**src/rtl/xreg_pkg.sv**
```systemverilog
package xreg_pkg;
   localparam int IW    = 64;
   localparam int IDXW  = 5;
   localparam int SELW  = 4;
   localparam int IMMW  = 12;

   // effect field positions in the instruction word
   localparam int F_RA_EN  = 0;
   localparam int F_RA_IX  = 1;
   localparam int F_RB_EN  = 6;
   localparam int F_RB_IX  = 7;
   localparam int F_WR_EN  = 12;
   localparam int F_WR_IX  = 13;
   localparam int F_WR_SRC = 18;
   localparam int F_SX_EN  = 22;
   localparam int F_IMM    = 23;
   localparam int F_ALU_OP = 35;
   localparam int F_ALU_A  = 39;
   localparam int F_ALU_B  = 43;
   localparam int F_MEM_OP = 47;
   localparam int F_MEM_AD = 49;
   localparam int F_MEM_DA = 53;
   localparam int F_CP_EN  = 57;
   localparam int F_CP_DST = 58;
   localparam int F_CP_SRC = 59;
   localparam int F_SQ_EN  = 63;

   typedef enum logic [SELW-1:0] {
      SEL_RDA = 4'd0, SEL_RDB = 4'd1, SEL_LDV = 4'd2, SEL_SXT = 4'd3,
      SEL_RES = 4'd4, SEL_TGT = 4'd5, SEL_NXT = 4'd6, SEL_CPA = 4'd7,
      SEL_CPB = 4'd8, SEL_PC  = 4'd9
   } src_sel_e;

   typedef enum logic [3:0] {
      OP_NONE = 4'd0, OP_ADD = 4'd1, OP_SUB = 4'd2, OP_AND = 4'd3,
      OP_OR   = 4'd4, OP_XOR = 4'd5, OP_NE  = 4'd6, OP_EQ  = 4'd7,
      OP_LT   = 4'd8
   } alu_op_e;

   typedef enum logic [1:0] {
      MEM_NONE = 2'd0, MEM_LOAD = 2'd1, MEM_STORE = 2'd2
   } mem_op_e;
endpackage

```
**src/rtl/xreg_rf.sv**
```systemverilog
module xreg_rf #(
   parameter int XLEN = 32,
   parameter int NREG = 32,
   localparam int IXW = $clog2(NREG)
) (
   input  logic            clk,
   input  logic            rst_n,
   input  logic [IXW-1:0]  ra_ix,
   input  logic [IXW-1:0]  rb_ix,
   output logic [XLEN-1:0] ra_data,
   output logic [XLEN-1:0] rb_data,
   input  logic            wr_en,
   input  logic [IXW-1:0]  wr_ix,
   input  logic [XLEN-1:0] wr_data
);
   logic [XLEN-1:0] ent [NREG];

   for (genvar g = 0; g < NREG; g++) begin : g_ent
      if (g == 0) begin : g_zero
         assign ent[g] = '0;
      end else begin : g_reg
         always_ff @(posedge clk or negedge rst_n) begin
            if (!rst_n)
               ent[g] <= '0;
            else if (wr_en && (wr_ix == IXW'(g)))
               ent[g] <= wr_data;
         end
      end
   end

   assign ra_data = ent[ra_ix];
   assign rb_data = ent[rb_ix];
endmodule

```
**src/rtl/xreg_alu.sv**
```systemverilog
module xreg_alu
   import xreg_pkg::*;
#(
   parameter int XLEN      = 32,
   parameter bit SIGNED_LT = 1'b1
) (
   input  logic [3:0]      op,
   input  logic [XLEN-1:0] a,
   input  logic [XLEN-1:0] b,
   output logic [XLEN-1:0] y,
   output logic            active
);
   logic lt;

   if (SIGNED_LT) begin : g_slt
      assign lt = $signed(a) < $signed(b);
   end else begin : g_ult
      assign lt = a < b;
   end

   always_comb begin
      active = 1'b1;
      unique case (op)
         OP_ADD:  y = a + b;
         OP_SUB:  y = a - b;
         OP_AND:  y = a & b;
         OP_OR:   y = a | b;
         OP_XOR:  y = a ^ b;
         OP_NE:   y = XLEN'(a != b);
         OP_EQ:   y = XLEN'(a == b);
         OP_LT:   y = XLEN'(lt);
         default: begin
            y      = '0;
            active = 1'b0;
         end
      endcase
   end
endmodule

```
**src/rtl/xreg_exec.sv**
```systemverilog
module xreg_exec
   import xreg_pkg::*;
#(
   parameter int XLEN      = 32,
   parameter int NREG      = 32,
   parameter bit SIGNED_LT = 1'b1,
   localparam int STEP     = IW / 8
) (
   input  logic            clk,
   input  logic            rst_n,
   input  logic [IW-1:0]   instr,
   input  logic [XLEN-1:0] pc,
   output logic            mem_re,
   output logic            mem_we,
   output logic [XLEN-1:0] mem_addr,
   output logic [XLEN-1:0] mem_wdata,
   input  logic [XLEN-1:0] mem_rdata
);
   if (XLEN < IMMW + 4) begin : g_bad_xlen
      $error("XLEN too small for the immediate field");
   end
   if (NREG != (1 << IDXW)) begin : g_bad_nreg
      $error("NREG must match the register index field");
   end

   // decoded effect fields
   logic            ra_en, rb_en, wr_en, sx_en, cp_en, cp_dst, sq_en;
   logic [IDXW-1:0] ra_ix, rb_ix, wr_ix;
   logic [SELW-1:0] wr_src, alu_a, alu_b, mem_ad, mem_da, cp_src;
   logic [IMMW-1:0] imm;
   logic [3:0]      alu_op;
   logic [1:0]      mem_op;

   assign ra_en  = instr[F_RA_EN];
   assign ra_ix  = instr[F_RA_IX +: IDXW];
   assign rb_en  = instr[F_RB_EN];
   assign rb_ix  = instr[F_RB_IX +: IDXW];
   assign wr_en  = instr[F_WR_EN];
   assign wr_ix  = instr[F_WR_IX +: IDXW];
   assign wr_src = instr[F_WR_SRC +: SELW];
   assign sx_en  = instr[F_SX_EN];
   assign imm    = instr[F_IMM +: IMMW];
   assign alu_op = instr[F_ALU_OP +: 4];
   assign alu_a  = instr[F_ALU_A +: SELW];
   assign alu_b  = instr[F_ALU_B +: SELW];
   assign mem_op = instr[F_MEM_OP +: 2];
   assign mem_ad = instr[F_MEM_AD +: SELW];
   assign mem_da = instr[F_MEM_DA +: SELW];
   assign cp_en  = instr[F_CP_EN];
   assign cp_dst = instr[F_CP_DST];
   assign cp_src = instr[F_CP_SRC +: SELW];
   assign sq_en  = instr[F_SQ_EN];

   // exposed internal registers
   logic [XLEN-1:0] rda_q, rdb_q, ldv_q, sxt_q, res_q, tgt_q, nxt_q, cpa_q, cpb_q;

   function automatic logic [XLEN-1:0] pick(input logic [SELW-1:0] s);
      case (s)
         SEL_RDA: pick = rda_q;
         SEL_RDB: pick = rdb_q;
         SEL_LDV: pick = ldv_q;
         SEL_SXT: pick = sxt_q;
         SEL_RES: pick = res_q;
         SEL_TGT: pick = tgt_q;
         SEL_NXT: pick = nxt_q;
         SEL_CPA: pick = cpa_q;
         SEL_CPB: pick = cpb_q;
         SEL_PC:  pick = pc;
         default: pick = '0;
      endcase
   endfunction

   logic [XLEN-1:0] ra_data, rb_data, alu_y;
   logic            alu_act, pc_used;

   xreg_rf #(.XLEN(XLEN), .NREG(NREG)) u_rf (
      .clk     (clk),
      .rst_n   (rst_n),
      .ra_ix   (ra_ix),
      .rb_ix   (rb_ix),
      .ra_data (ra_data),
      .rb_data (rb_data),
      .wr_en   (wr_en),
      .wr_ix   (wr_ix),
      .wr_data (pick(wr_src))
   );

   xreg_alu #(.XLEN(XLEN), .SIGNED_LT(SIGNED_LT)) u_alu (
      .op     (alu_op),
      .a      (pick(alu_a)),
      .b      (pick(alu_b)),
      .y      (alu_y),
      .active (alu_act)
   );

   assign pc_used   = (alu_a == SEL_PC) || (alu_b == SEL_PC);
   assign mem_re    = (mem_op == MEM_LOAD);
   assign mem_we    = (mem_op == MEM_STORE);
   assign mem_addr  = pick(mem_ad);
   assign mem_wdata = pick(mem_da);

   always_ff @(posedge clk or negedge rst_n) begin
      if (!rst_n) begin
         rda_q <= '0; rdb_q <= '0; ldv_q <= '0;
         sxt_q <= '0; res_q <= '0; tgt_q <= '0;
         nxt_q <= '0; cpa_q <= '0; cpb_q <= '0;
      end else begin
         if (ra_en)  rda_q <= ra_data;
         if (rb_en)  rdb_q <= rb_data;
         if (mem_re) ldv_q <= mem_rdata;
         if (sx_en)  sxt_q <= {{(XLEN-IMMW){imm[IMMW-1]}}, imm};
         if (alu_act && pc_used)  tgt_q <= alu_y;
         if (alu_act && !pc_used) res_q <= alu_y;
         if (sq_en)  nxt_q <= pc + XLEN'(STEP);
         if (cp_en && !cp_dst) cpa_q <= pick(cp_src);
         if (cp_en &&  cp_dst) cpb_q <= pick(cp_src);
      end
   end
endmodule

```
**config.mk**
```make
export PLATFORM = sky130hd
export DESIGN_NAME = xreg_exec
export DESIGN_NICKNAME = d
export VERILOG_FILES = /design/src/rtl/xreg_pkg.sv /design/src/rtl/xreg_rf.sv /design/src/rtl/xreg_alu.sv /design/src/rtl/xreg_exec.sv
export SDC_FILE = /design/constraint.sdc
export NUM_CORES = 2
export LEC_CHECK = 0
export ABC_AREA = 0
export BUFFER_PORTS_ARGS = -buffer_cell sky130_fd_sc_hd__buf_2
export CAP_MARGIN = 10
export CORE_ASPECT_RATIO = 1.5
export CORE_MARGIN = 3
export CORE_UTILIZATION = 39
export CTS_BUF_LIST = sky130_fd_sc_hd__clkbuf_8
export DETAILED_ROUTE_END_ITERATION = 8
export GPL_TIMING_DRIVEN = 0
export PLACE_DENSITY_LB_ADDON = 0.25
export SYNTH_ARGS = -nofsm -noshare
export SYNTH_HDL_FRONTEND = slang
export SYNTH_SLANG_ARGS = --single-unit
```
**constraint.sdc**
```tcl
create_clock -name clk -period 5 [get_ports clk]
set_clock_uncertainty 0.1 [all_clocks]
set_input_delay 1 -clock clk [delete_from_list [all_inputs] [get_ports clk]]
set_output_delay 1 -clock clk [all_outputs]
set_load 0.01 [all_outputs]
```
Word level (Yosys, flattened, before mapping). Cells that the tools add are included.

$add $sub $neg: 3. Multiply operators: 0. Divide/modulo/power cells: 0. $lt $le $gt $ge: 3. Equal/unequal tests: 97. Shift operators: 0. Mux-type cells: 14. Bitwise operators: 5. Reductions and logical operators: 45.

Operators by type and width (count): one-hot mux 32 bit (10 select lines) (6); binary-select mux 32 bit (select 5 bit) (2); one-hot mux 32 bit (8 select lines) (1); 2-to-1 mux 32 bit (4); == test 4 x 3 -> 1 bit (second input constant) (28); == test 5 bit (second input constant) (16); == test 4 x 2 -> 1 bit (second input constant) (14); == test 4 bit (second input constant) (13); == test 5 x 4 -> 1 bit (second input constant) (8); logical AND 1 bit (35); adder 32 bit (1); adder 32 x 4 -> 32 bit (second input constant) (1); AND 32 bit (1); == test 32 bit (1); < comparator 32 bit (1); != test 32 bit (1); OR 32 bit (1); subtractor 32 bit (1); XOR 32 bit (1); == test 4 x 1 -> 1 bit (second input constant) (7); zero test 4 bit (6); == test 5 x 3 -> 1 bit (second input constant) (4); greater-or-equal comparator 6 bit (second input constant) (2); NOT 5 -> 6 bit (2); other kinds (8) (10).

Register bits after elaboration: 1260. Bits in latches: 0. Memory bits (writable): 0. Memory bits (read-only): 0. Bits of input ports: 130. Output and inout bits: 66. Logic and storage cells: 207. Memories kept: 0.

Depth between registers and ports, before layout.
Word-level depth: 4. Gate-level depth with buffers: 20. Depth with buffers taken out: 19.

Cells and area by module. From an unflattened synthesis, not the netlist that was laid out.

Cells, all modules: 7295. Area, all modules: 83485.1 µm².

By module, submodules not included: xreg_rf (times used 1, cells an instance 3639, area each 53226.0 µm², sequential area each 24823.8 µm²); xreg_exec (times used 1, cells an instance 2835, area each 24984.0 µm², sequential area each 6706.4 µm²); xreg_alu (times used 1, cells an instance 821, area each 5275.1 µm², sequential area each 0.0 µm²).

Worst setup path after synthesis. No wires, ideal clock.

Kind: input-to-reg. Start point: input port instr[44]. End point: register tgt_q[27]. Setup time: 126 ps. Arrival: 5016 ps. Required time: 4774 ps. Setup slack: -242 ps. Stages: 18. Path buffers: 3. Path through: nor4_1 > clkbuf_1 > a22oi_1 > nand3_1 > nor2_1 > ha_1 > buf_6 > or4_4 > or4_1 > a21oi_1 > or4_1 > buf_6 > a31oi_4 > or3_4 > a2111oi_4 > mux2i_1 > a21oi_1 > o21ai_1.

Cells in the longest elaborated chain, start to end: 4. Elaborated cells on any way between the ends: 19. Those cells by class: add/sub: 2; eq/ne: 9; mux: 2; bitwise: 3; reduce/logical: 3.

Ends and longest elaborated chain: start, declared (line xreg_exec.sv:11) `input logic [IW-1:0] instr,`; == test 4 bit (tied with other cells) (line xreg_exec.sv:58, xreg_exec.sv:96); one-hot mux 32 bit (10 select lines) (line xreg_exec.sv:58) `case (s)`; subtractor 32 bit (tied with other cells) (line xreg_alu.sv:25) `OP_SUB: y = a - b;`; one-hot mux 32 bit (8 select lines) (line xreg_alu.sv:23) `unique case (op)`; end signal, assigned (line xreg_exec.sv:112) `if (alu_act && pc_used) tgt_q <= alu_y;`; end, declared (line xreg_exec.sv:55) `logic [XLEN-1:0] rda_q, rdb_q, ldv_q, sxt_q, res_q, tgt_q, nxt_q, cpa_q, cpb_q;`.

Parallel ways exist; a longest one is shown, timed or not. A chain may end at the register's enable or synchronous reset.

Worst setup path in the final report.
Start point: input port instr[56]. End point: output port mem_wdata[26].

Cells in the longest elaborated chain, start to end: 2. Elaborated cells on any way between the ends: 11. Those cells by class: eq/ne: 9; mux: 1; reduce/logical: 1.

Ends and longest elaborated chain: == test 4 bit (tied with other cells) (line xreg_exec.sv:58); one-hot mux 32 bit (10 select lines) * (line xreg_exec.sv:58); end, declared (line xreg_exec.sv:16) `output logic [XLEN-1:0] mem_wdata,`.

Mark *: on every way between the ends. The rest lies on a longest branch, timed or not.

==> results.cfg <==
[outcome]
status = finished, violations left
violations = setup timing

[timing]
setup_viol = 28
period_minus_slack_ns = 5.159
slew_headroom_pct = 2.352
setup_ws_ns = -0.1588
hold_viol_final = 0
worst_pin_slew_ns = 1.465
report.final.slew_viol_count = 0
clock.fmax_mhz = 193.8
grt_setup_unrepaired = yes
timing.final.crit_share_pct = 103.2
setup_tns_ns = -1.207

[placed_design]
gp_congestion = 1.071
place_ws_ns = -3.343
place_hpwl_um = 354400
placed_cells = 10433
portBuffers = 157

[synth]
synthesis.nets = 7842
postSynth.asyncResetShare_pct = 100.0
synth_seq_cells = 1260
synth_seq_area_share_pct = 41.59
yosys-top-cells-area = dfrtp_1, mux4_2, a22oi_1
synth_edf_count = 0
ys.flop_type = dfrtp_1
yosysWarnings = 0
synth_top_area_cell = dfrtp_1
ys_types = 76
synth_common_cells = dfrtp_1, nor2_1, a21oi_1
syn_area_um2 = 75820
synth.most_common_cell = dfrtp_1
yosysTopAreaCellShare_pct = 41.59
synthCells = 7608
synth.avg_cell_area_um2 = 9.965

[floorplanning]
die_area_um2 = 199800
num_rows = 197
start_util_pct = 39.33
die_x_um = 366
io_pins = 196
fp.dieH_um = 546
core_um2 = 192800

[clocking]
worst_skew_pair.late_latency_ns = 0.95
cts_tree = yes
cts_num_sinks = 1260
cts-buffers-inserted = 206
root_buffer = clkbuf_8
path_clk_slew_ns = 0.08
cts.htree.levels = 4
clock_path_buffers = 4

[finish]
stdcell_count = 10879
syn2layout_area_growth_pct = 15.43
nNetsFinal = 8343
n_fill_cell = 18674
post-route-util_pct = 45.40
drive_gt1_share_pct = 19.30

[global_route]
use_met3_pct = 7.012
grt_pass1_wl_um = 596600
busiest_layer = met2
overflow = 0
grt_pass1_vias = 74769
use_met2_pct = 74.23
grtUsageTotal_pct = 42.92
antenna_found_initial = 32
grtUsageMet1_pct = 42.61
grt_max_degree = 179

[worst_setup_path]
cpMostUsedCell = buf_2
required_ns = 3.90
rrSetupSlack_ns = 0.06
r2r-start = sxt_q[11]
cpPeakStageDelay_ns = 1.09
start_kind = input pin
r2r-end = res_q[25]
end_kind = primary output
cp_cell_sequence = buf_2 -> nand2b_1 -> nor3_2 -> clkbuf_1 -> a22oi_1 -> nand4_1 -> buf_2
critPathKind = in2out
arrival_ns = 4.06
ff2ff_path_depth = 16
crit_path_top_delay_cell = clkbuf_1
cp_max_fo = 10

[route]
vias = 72115
drt-initial-drc-count = 8489
ant_nets = 0
dr.pass1.iters = 8
drt-total-wl_um = 437400
drc_errors = 0
vias_per_cell = 6.629
wl_per_cell_um = 40.21

[pwr]
p_leak_nw = 35.68
power_mw = 35.05
power_density_nw_per_um2 = 400.5
ir_worst_vdd_uv = 312.2

[worst_hold_path]
hold_path_end = ldv_q[30]
whs_path_depth = 2
min-delay-start = mem_rdata[30]
min_path_type = in2reg

[run]
drv_cap = 0
==> layout make-up <==
| class | instances | area (µm²) | area share (%) |
|---|---|---|---|
| repair buffers | 306 | 2698 | 3.082 |
| diodes | 24 | 60.06 | 0.06862 |
| well taps | 2587 | 3237 | 3.699 |
| flip-flops and latches | 1260 | 31530 | 36.03 |
| multi-input cells | 5419 | 41650 | 47.59 |
| plain buffers | 752 | 3435 | 3.924 |
| clock buffers | 256 | 3523 | 4.026 |
| clock inverters | 111 | 764.5 | 0.8735 |
| inverters | 164 | 616.8 | 0.7048 |
==> metrics by stage <==
step | instance area, µm² | hold slack (ns)
6_report | 87520 | 0.1671
3_3_place_gp | 79940 | 0.3735
3_5_place_dp | 81220 | 0.3870
4_1_cts | 86590 | 0.1301
2_1_floorplan | 75920 | 0.3609
5_1_grt | 87470 | 0.1524
==> report_power, final <==
part           internal [mW]  leakage [nW]  switching (mW)
combinational           4.26          17.4            5.54
clock                   5.13          2.44            4.60
sequential              12.3          15.9            3.20
==> critical path: cells and delay by family <==
family	cells	cell delay, ns
buf+inv	3	1.45
simple gates	3	1.34
compound gates	1	0.23
==> timing repair <==
action,in CTS,in global routing
hold buffers,1,0
setup buffers,27,31
pin swaps,19,20
hold endpoints to repair,50,0
gates resized for setup,241,137
cloned,0,0
setup endpoints to repair,118,55
==> kinds of logic after synthesis <==
logic type | after synthesis | synth area share [%]
and+or+nand+nor | 2091 | 11.83
xor gates and xnor gates | 37 | 0.4274
muxes | 691 | 18.82
AOI/OAI and AO/OA | 2496 | 20.98
buffers and inverters | 929 | 4.624
DFF | 1260 | 41.59
adders and majority gates | 104 | 1.736
==> worst max-delay path by stage <==
stage          startpoint             to  slack, ns  depth (start not counted)
4_1_cts         sxt_q[11]      tgt_q[27]      -0.15                         17
6_report        instr[56]  mem_wdata[26]      -0.16                          7
5_1_grt         instr[44]      tgt_q[16]      -0.02                         19
2_1_floorplan   instr[43]      tgt_q[27]     -0.006                         19
3_5_place_dp    instr[46]       tgt_q[0]      -3.34                         19
3_3_place_gp        rst_n      res_q[28]     -24.31                          1
==> flip-flops by register name, indices dropped and copies added, names as in the netlist <==
register  count
res_q        32
ldv_q        32
rda_q        32
cpb_q        32
tgt_q        32
cpa_q        32
nxt_q        32
rdb_q        32
u_rf.ent    992
sxt_q        12
==> per-layer routing <==
| layer | vias to the layer above | part of all wire (%) |
|---|---|---|
| li1 | 29523 | - |
| met1 | 36489 | 31 |
| met2 | 4351 | 50 |
| met3 | 1742 | 6.3 |
| met4 | 10 | 13 |
| met5 | - | 0.016 |
==> layout by cell type, fill, tap and decap left out, types with 23 or more instances in the layout <==
| cell type | synthesis | routed |
|---|---|---|
| a221oi_1 | 120 | 118 |
| or2_2 | 35 | 31 |
| mux4_2 | 576 | 576 |
| clkbuf_1 | 684 | 573 |
| a22oi_1 | 618 | 617 |
| o21ai_0 | 575 | 569 |
| dfrtp_1 | 1260 | 1259 |
| nand4_1 | 79 | 79 |
| a21oi_1 | 760 | 750 |
| a22o_1 | 172 | 172 |
| buf_4 | 0 | 67 |
| buf_2 | 3 | 176 |
| nor3_1 | 50 | 23 |
| buf_1 | 76 | 63 |
| and3_1 | 29 | 29 |
| clkbuf_8 | 0 | 265 |
| clkbuf_2 | 0 | 45 |
| buf_8 | 0 | 43 |
| nor2_1 | 844 | 820 |
| nand3_1 | 178 | 178 |
| nand2_1 | 703 | 697 |
| diode_2 | 0 | 24 |
| nand2b_1 | 100 | 92 |
| mux2_2 | 113 | 113 |
| clkinv_2 | 0 | 34 |
| ha_1 | 102 | 94 |
| inv_1 | 163 | 220 |
| o211ai_1 | 72 | 72 |
No activity file was read; power rests on OpenSTA's default activity.
